## src/rtl/cursor_pkg.sv

```systemverilog
// Shared definitions for the text cursor generator.
// Assumes a two-bit slot select on the register port.
package cursor_pkg;

    // Register slot encodings; address slots are ordered low byte last
    typedef enum logic [1:0] {
        SLOT_LINE_TOP = 2'd0,
        SLOT_LINE_BOT = 2'd1,
        SLOT_ADDR_HI  = 2'd2,
        SLOT_ADDR_LO  = 2'd3
    } cur_slot_e;

    // Number of byte lanes making up the cursor address
    localparam int unsigned ADDR_LANES = 2;

endpackage

```

## src/rtl/cursor_regs.sv

```systemverilog
// Cursor register file: band top/bottom lines (write-only) and a cursor
// address split into byte lanes (read/write). Writes land on the clock edge;
// readback is combinational. Assumes a synchronous active-low reset.
module cursor_regs
    import cursor_pkg::*;
#(
    parameter int unsigned DATA_W = 8,
    parameter int unsigned LINE_W = 4
) (
    input  logic                               clk,
    input  logic                               rst_n,
    input  logic                               wr_en,
    input  logic [1:0]                         sel,
    input  logic [DATA_W-1:0]                  wdata,
    output logic [DATA_W-1:0]                  rdata,
    output logic [ADDR_LANES*DATA_W-1:0]       cur_addr,
    output logic [LINE_W-1:0]                  line_top,
    output logic [LINE_W-1:0]                  line_bot
);

    localparam int unsigned ADDR_W = ADDR_LANES * DATA_W;

    cur_slot_e slot;
    assign slot = cur_slot_e'(sel);

    // One storage byte per address lane, selected by its own slot code
    for (genvar g = 0; g < ADDR_LANES; g++) begin : g_lane
        localparam cur_slot_e LANE_SLOT = (g == 0) ? SLOT_ADDR_LO : SLOT_ADDR_HI;
        logic [DATA_W-1:0] lane_q;

        // Load this lane when its slot is written
        always_ff @(posedge clk) begin
            if (!rst_n) begin
                lane_q <= '0;
            end else if (wr_en && (slot == LANE_SLOT)) begin
                lane_q <= wdata;
            end
        end

        assign cur_addr[g*DATA_W +: DATA_W] = lane_q;
    end

    // Band top and bottom line storage
    always_ff @(posedge clk) begin
        if (!rst_n) begin
            line_top <= '0;
            line_bot <= '0;
        end else if (wr_en) begin
            if (slot == SLOT_LINE_TOP) line_top <= wdata[LINE_W-1:0];
            if (slot == SLOT_LINE_BOT) line_bot <= wdata[LINE_W-1:0];
        end
    end

    // Readback mux: address lanes only, band slots read as zero
    always_comb begin
        unique case (slot)
            SLOT_ADDR_HI: rdata = cur_addr[ADDR_W-1 -: DATA_W];
            SLOT_ADDR_LO: rdata = cur_addr[DATA_W-1:0];
            default:      rdata = '0;
        endcase
    end

endmodule

```

## src/rtl/cursor_match.sv

```systemverilog
// Cell comparator: flags when the raster's memory address equals the cursor
// address. Compares per byte lane, then combines. Purely combinational.
module cursor_match #(
    parameter int unsigned DATA_W = 8,
    parameter int unsigned LANES  = 2
) (
    input  logic [LANES*DATA_W-1:0] mem_addr,
    input  logic [LANES*DATA_W-1:0] cur_addr,
    output logic                    cell_hit
);

    logic [LANES-1:0] lane_eq;

    // Per-lane equality
    for (genvar g = 0; g < LANES; g++) begin : g_cmp
        assign lane_eq[g] = (mem_addr[g*DATA_W +: DATA_W] == cur_addr[g*DATA_W +: DATA_W]);
    end

    assign cell_hit = &lane_eq;

endmodule

```

## src/rtl/cursor_band.sv

```systemverilog
// Band detector: flags when the current scan line lies inside the inclusive
// top..bottom range. An inverted range (top > bottom) never matches.
module cursor_band #(
    parameter int unsigned LINE_W = 4
) (
    input  logic [LINE_W-1:0] row_line,
    input  logic [LINE_W-1:0] line_top,
    input  logic [LINE_W-1:0] line_bot,
    output logic              in_band
);

    // Inclusive range test against both limits
    always_comb begin
        in_band = (row_line >= line_top) && (row_line <= line_bot);
    end

endmodule

```

## src/rtl/text_cursor_gen.sv

```systemverilog
// Hardware text cursor generator top. Combines cell match, band test,
// display enable and cursor enable, and registers the result so that it sits
// one stage after the memory address it was compared against. Comparisons in
// a write cycle use the register contents from before that write.
module text_cursor_gen
    import cursor_pkg::*;
#(
    parameter int unsigned DATA_W = 8,
    parameter int unsigned LINE_W = 4
) (
    input  logic                          clk,
    input  logic                          rst_n,
    input  logic                          reg_wr_en,
    input  logic [1:0]                    reg_sel,
    input  logic [DATA_W-1:0]             reg_wdata,
    output logic [DATA_W-1:0]             reg_rdata,
    input  logic [ADDR_LANES*DATA_W-1:0]  mem_addr,
    input  logic [LINE_W-1:0]             row_line,
    input  logic                          disp_en,
    input  logic                          cursor_on,
    output logic                          cursor_vid
);

    localparam int unsigned ADDR_W = ADDR_LANES * DATA_W;

    logic [ADDR_W-1:0] cur_addr;
    logic [LINE_W-1:0] line_top;
    logic [LINE_W-1:0] line_bot;
    logic              cell_hit;
    logic              in_band;

    cursor_regs #(.DATA_W(DATA_W), .LINE_W(LINE_W)) u_regs (
        .clk      (clk),
        .rst_n    (rst_n),
        .wr_en    (reg_wr_en),
        .sel      (reg_sel),
        .wdata    (reg_wdata),
        .rdata    (reg_rdata),
        .cur_addr (cur_addr),
        .line_top (line_top),
        .line_bot (line_bot)
    );

    cursor_match #(.DATA_W(DATA_W), .LANES(ADDR_LANES)) u_match (
        .mem_addr (mem_addr),
        .cur_addr (cur_addr),
        .cell_hit (cell_hit)
    );

    cursor_band #(.LINE_W(LINE_W)) u_band (
        .row_line (row_line),
        .line_top (line_top),
        .line_bot (line_bot),
        .in_band  (in_band)
    );

    // Output stage: register the gated cursor decision
    always_ff @(posedge clk) begin
        if (!rst_n) begin
            cursor_vid <= 1'b0;
        end else begin
            cursor_vid <= disp_en && cursor_on && cell_hit && in_band;
        end
    end

endmodule

```

## config.mk

```make
export PLATFORM = sky130hd
export DESIGN_NAME = text_cursor_gen
export DESIGN_NICKNAME = d
export VERILOG_FILES = /design/src/rtl/cursor_pkg.sv /design/src/rtl/cursor_regs.sv /design/src/rtl/cursor_match.sv /design/src/rtl/cursor_band.sv /design/src/rtl/text_cursor_gen.sv
export SDC_FILE = /design/constraint.sdc
export NUM_CORES = 1
export LEC_CHECK = 0
export BUFFER_PORTS_ARGS = -buffer_cell sky130_fd_sc_hd__buf_2
export CORE_MARGIN = 8
export CORE_UTILIZATION = 45
export DETAILED_ROUTE_END_ITERATION = 6
export PLACE_DENSITY_LB_ADDON = 0.2
export SYNTH_ARGS = -nofsm -noshare
export SYNTH_HDL_FRONTEND = slang
export SYNTH_HIERARCHICAL = 1
export SYNTH_SLANG_ARGS = --single-unit
```

## constraint.sdc

```tcl
create_clock -name clk -period 2 [get_ports clk]
set_input_delay 0.1 -clock clk [delete_from_list [all_inputs] [get_ports clk]]
set_output_delay 0.1 -clock clk [all_outputs]
set_load 0.005 [all_outputs]
```

### Word-level counts from Yosys, hierarchy flattened

Index checks and enable logic that the tools add are counted.

| cells by class | value |
|---|---|
| $lt $le $gt $ge | 2 |
| eq/ne operators | 5 |
| multiplexer cells | 1 |
| reductions and logical operators | 10 |

Operators with widths:

| kind | count |
|---|---|
| equality test 8 bit | 2 |
| case mux 8 bit (2 select lines) | 1 |
| logical AND 1 bit | 6 |
| AND reduction 2 bit | 3 |
| equality test 2 bit, second input constant | 2 |
| greater-or-equal comparator 4 bit | 1 |
| less-or-equal comparator 4 bit | 1 |
| equality test 2 x 1 -> 1 bit, second input constant | 1 |
| logical NOT 2 bit | 1 |

| storage, ports and cells | value |
|---|---|
| register bits | 25 |
| input bits | 35 |
| word-level logic and storage cells | 23 |

### Depth between registers and ports, before layout

| depth | value |
|---|---|
| depth after elaboration | 4 |
| mapped depth | 8 |

### Hierarchy

The synthesis kept the hierarchy.

Modules (own cells, without submodules):

| module | instances | cells an instance | area each (um^2) | seq. area each (um^2) |
|---|---|---|---|---|
| cursor_regs | 1 | 106 | 1066.0 | 480.5 |
| cursor_band | 1 | 26 | 196.4 | 0.0 |
| cursor_match | 1 | 21 | 177.7 | 0.0 |
| text_cursor_gen | 1 | 4 | 32.5 | 20.0 |

### Least setup slack after synthesis

Ideal clock, no wire load.

| timing | value |
|---|---|
| kind | register to register |
| start | register u_regs.line_top[0] |
| end | register cursor_vid |
| library setup time | 110 ps |
| data arrival time | 1087 ps |
| required time | 1890 ps |
| path slack | 802 ps |
| stages on the path, launching flop included | 8 |
| path buffers | 0 |
| clock period less this slack | 1198 ps |
| path through | dfxtp_1 -> ha_1 -> nand2b_1 -> a21o_1 -> nand3_2 -> a22oi_2 -> nand3_1 -> nor2_1 |

| on the way | value |
|---|---|
| word-level cells in the longest chain between the ends | 3 |

RTL lines:

| item | line | RTL |
|---|---|---|
| from (decl) | cursor_regs.sv:17 | `output logic [LINE_W-1:0] line_top,` |
| from (signal assigned) | cursor_regs.sv:49 | `if (slot == SLOT_LINE_TOP) line_top <= wdata[LINE_W-1:0];` |
| greater-or-equal comparator 4 bit | cursor_band.sv:14 | `in_band = (row_line >= line_top) && (row_line <= line_bot);` |
| logical AND 1 bit | cursor_band.sv:14 |  |
| net in_band | text_cursor_gen.sv:30 | `logic in_band;` |
| logical AND 1 bit | text_cursor_gen.sv:62 | `cursor_vid <= disp_en && cursor_on && cell_hit && in_band;` |
| to (signal assigned) | text_cursor_gen.sv:62 |  |
| to (decl) | text_cursor_gen.sv:21 | `output logic cursor_vid` |

The timed path passes the listed nets, and every way through them passes these cells.
A chain may end at the register's enable or synchronous reset.

### Worst setup path in the final report

| timing | value |
|---|---|
| start | register u_regs.line_bot[3] |
| end | register cursor_vid |

| on the way | value |
|---|---|
| word-level cells in the longest chain between the ends | 3 |

RTL lines:

| item | line | RTL |
|---|---|---|
| from (decl) | cursor_regs.sv:18 | `output logic [LINE_W-1:0] line_bot` |
| from (signal assigned) | cursor_regs.sv:50 | `if (slot == SLOT_LINE_BOT) line_bot <= wdata[LINE_W-1:0];` |
| less-or-equal comparator 4 bit | cursor_band.sv:14 |  |
| logical AND 1 bit | cursor_band.sv:14 |  |
| net in_band | text_cursor_gen.sv:30 |  |
| logical AND 1 bit | text_cursor_gen.sv:62 |  |

The timed path passes the listed nets, and every way through them passes these cells.

==> impl.org <==
** Outcome
- The run finished with clean final reports.

** Setup path
- The most critical setup path has its startpoint at u_regs/line_bot[3].
- Reg2Reg Capture Point :: cursor_vid
- STA classifies the critical path endpoint as a flip-flop.
- Sort of element at the start of the critical path :: flip-flop
- Data arrives at the worst endpoint at 1600 ps.
- Number of cell instances on the worst register-to-register path :: 7
- The worst register-to-register path begins at u_regs/line_bot[3].
- Path type of the worst setup path :: flip-flop to flip-flop
- Biggest fanout along the worst timing path :: 3
- Req. time, crit path :: 2270 ps
- Reg2reg setup slack :: 670 ps
- The critical path ends at cursor_vid.

** Floorplanning
- The die is 73.2 um wide.
- The total area inside the core boundary comes to 0.00308 sq mm.
- Die height :: 73.2 um
- Die Outline Area :: 0.00536 sq mm
- The floorplan has 20 rows.
- Total I/O pin count :: 44
- Initial standard-cell utilization of the core :: 0.478

** Place
- RD Place Congestion :: 0.740
- The number of placed instances, taps included, is 238.
- Detailed placement HPWL :: 2.65 mm
- Buffers placed on the I/O ports in this run total 43.
- In this run the cell area measured after placement is 0.00170 sq mm.
- Before CTS, the worst setup slack after placement is 693 ps.

** Global routing
- Wire length of the first global-routing pass :: 5.40 mm
- Entering global routing, the biggest net connects 34 pins.
- In this run the most used layer during global routing was met2.
- Met1 Usage GRT :: 0.150
- Number of global-route vias before repair :: 1,235
- For met3 alone, demand over resource in global routing was 0.0302.
- Overall overflow remaining after global route :: 0
- For this run, global-route usage on met2 was measured as 0.215.
- The number of antenna violations at the first check in global routing is 0.
- Tot GR Track Use :: 0.127

** Pwr
- Dividing total power by cell area gives a power density of 536 mW/mm^2.
- Static Leakage :: 0.820 nW
- VDD sags by at most 0.349 mV.
- The design draws 0.927 mW.

** Timing
- Worst-case headroom to the max-slew limit :: 0.633
- The number of max-slew violations in the final report was 0.
- The routed design could run at a clock period as short as 1330 ps.
- Setup repair after global routing left no endpoint under its margin.
- Sum of negative setup slack :: 0 ps
- The final number of hold-violating endpoints came to 0.
- Clock skew on the completed layout was measured at 3.77 ps.
- Number of setup violations in the final report :: 0
- Across all setup checks in the final design, the least slack found is 668 ps.
- Achievable Freq :: 751 MHz
- Dividing the final minimum period by the clock period gives 0.666.
- At the pin with the least slew margin, the transition time is 549 ps.

** Synth
- Most instantiated flip-flop cell in the synthesis netlist :: sky130_fd_sc_hd__dfxtp_1
- The portion of synthesized area spent on multiplexers is 0.218.
- The synthesized design contains 25 register bits.
- Yosys mapped the design onto 25 distinct sky130hd cell types.
- Of the total synthesized cell area, the portion taken by full adders, half adders and majority gates is 0.0680.
- Fraction of post-synthesis cell area in the top cell type by area :: 0.340
- Post-synthesis average cell area :: 9.38 sq um
- Number of instances in the synthesized netlist :: 157
- Dominant combinational cell family by area after synthesis :: multiplexers
- Asr flop ratio synth :: 0
- For this run, the number of Yosys warnings is 6.
- By area the synthesized netlist is led by sky130_fd_sc_hd__dfxtp_1 34%, sky130_fd_sc_hd__mux2i_1 22%, sky130_fd_sc_hd__xnor2_1 9.5%, sky130_fd_sc_hd__nand2_1 8.7%, sky130_fd_sc_hd__ha_1 6.8%.
- Post-synthesis compound-gate area fraction :: 0.0272
- Of the total synthesized cell area, the portion taken by XOR and XNOR cells is 0.0952.
- Of the total synthesized cell area, the portion taken by AND, OR, NAND and NOR gates is 0.205.
- Cell type with the largest total area after synthesis :: sky130_fd_sc_hd__dfxtp_1
- Net count after synthesis :: 200
- After synthesis the cells add up to 0.00147 sq mm.
- Yosys mapped a number of flops with a built-in enable equal to 0.
- The share of the Yosys chip area taken by registers is 0.340.

** CTS
- The clock reaches the later pin of the worst-skew pair after 310 ps.
- Once the clock tree was built, the resizer swapped 0 gates to a different size.
- Clock tree synthesis found a total of 25 sinks.
- Number of buffers added by the clock tree synthesis step :: 3
- Post-CTS setup buffer count :: 0
- TritonCTS built the clock tree.
- Deepest clock path buffer count :: 2
- CTS H-Tree Depth :: 1
- The tree is rooted in a sky130_fd_sc_hd__clkbuf_4.
- Clock-pin slew was measured on the worst setup and hold paths at 140 ps.
- In this run, post-CTS hold repair placed 0 buffers.

** Detailed routing
- For this block, the initial DRC count from the detailed router was 78.
- Number of nets with antenna violations after routing :: 0
- Wirelength per Cell :: 13.7 um
- First-pass detailed-route iteration total :: 4
- The detailed router placed 1,157 vias in this run.
- Per-cell via count in the routed design :: 4.78
- Total routed wirelength :: 3.32 mm
- Number of DRC violations after detailed routing :: 0

** Finish
- Of the cells placed in the final design, the portion with a size suffix greater than 1 is 0.268.
- Leaving out filler cells and counting taps, the final layout contains 242.
- Final net count :: 242
- The top cell types in the final layout, fill and taps aside, are 43 x sky130_fd_sc_hd__buf_2, 34 x sky130_fd_sc_hd__nand2_1, 32 x sky130_fd_sc_hd__mux2i_1.
- After routing the design area is 0.00173 sq mm.
- Most common cell after layout, fill and taps aside :: sky130_fd_sc_hd__buf_2
- Final antenna diode count :: 0
- Synth-to-Final Area Change :: 17.5%

** Hold path
- In this run the worst hold path is classified as input port to flip-flop.

** Flow run
- Number of max-cap violations :: 0
## per-stage QoR
step | utilization | hold slack (ps)
6_report | 0.562 | 22.2
5_1_grt | 0.562 | 0.732
4_1_cts | 0.562 | 14.5
3_5_place_dp | 0.553 | 370
3_3_place_gp | 0.553 | 367
2_1_floorplan | - | 218
## synthesized netlist by cell type, drive strengths merged (2+ instances only)
master  count
xnor2      16
nor2b       8
a21oi       3
buf         5
mux2i      32
ha          8
nand3b      2
nand2      34
nand3       3
inv         8
nand4       5
dfxtp      25
## state kept, by name, indices dropped and copies added (netlist names)
name                  flops
u_regs/g_lane.lane_q     16
u_regs/line_bot           4
u_regs/line_top           4
cursor_vid                1
## logic make-up (layout without fill, tap and decap cells)
kind of cell,after synthesis,count (layout)
muxes,32,32
AOI/OAI and AO/OA,6,6
adders and majority gates,8,8
DFF,25,25
buffers and inverters,14,55
and+or+nand+nor,56,56
xor gates and xnor gates,16,16
## worst max-delay path, cell delays in order, from the launching register on
cell and delay (ps):
sky130_fd_sc_hd__dfxtp_1 350, sky130_fd_sc_hd__inv_1 40, sky130_fd_sc_hd__ha_1 300, sky130_fd_sc_hd__a21oi_1 150
sky130_fd_sc_hd__o21ai_0 120, sky130_fd_sc_hd__a22oi_2 120, sky130_fd_sc_hd__nand3_1 110, sky130_fd_sc_hd__nor2_1 80
## where the power goes
group | total (mW) | switching, mW | internal, mW | leakage (nW)
clock network | 0.223 | 0.148 | 0.0747 | 0.0177
registers | 0.529 | 0.0136 | 0.515 | 0.203
logic | 0.176 | 0.0878 | 0.0882 | 0.599
total | 0.927 | 0.249 | 0.678 | 0.820
## routing by layer
layer / part of all wire / vias to the layer above / routed length (um)
met5: 0 / - / 0
met4: 0.0045 / 0 / 15
met3: 0.052 / 2 / 174
met2: 0.46 / 27 / 1510
met1: 0.49 / 520 / 1620
li1: - / 608 / -
## cell type report
class | count | area [sq um]
Sequential cell | 25 | 500
Inverter | 8 | 30.0
Tap cell | 44 | 55.1
Clock inverter | 1 | 5.00
Fill cell | 300 | 1350
Timing Repair Buffer | 43 | 215
Multi-Input combinational cell | 118 | 902
Clock buffer | 3 | 22.5
## worst min-delay path by stage
| stage | start | slack, ps | end | cells after the start |
|---|---|---|---|---|
| floorplan | rst_n | 220 | cursor_vid | 2 |
| global placement | cursor_on | 370 | cursor_vid | 3 |
| detailed placement | cursor_on | 370 | cursor_vid | 3 |
| CTS | cursor_on | 10 | cursor_vid | 3 |
| global route | cursor_on | 0.7 | cursor_vid | 3 |
| finish | cursor_on | 20 | cursor_vid | 3 |
(Power assumes the default switching activity.)
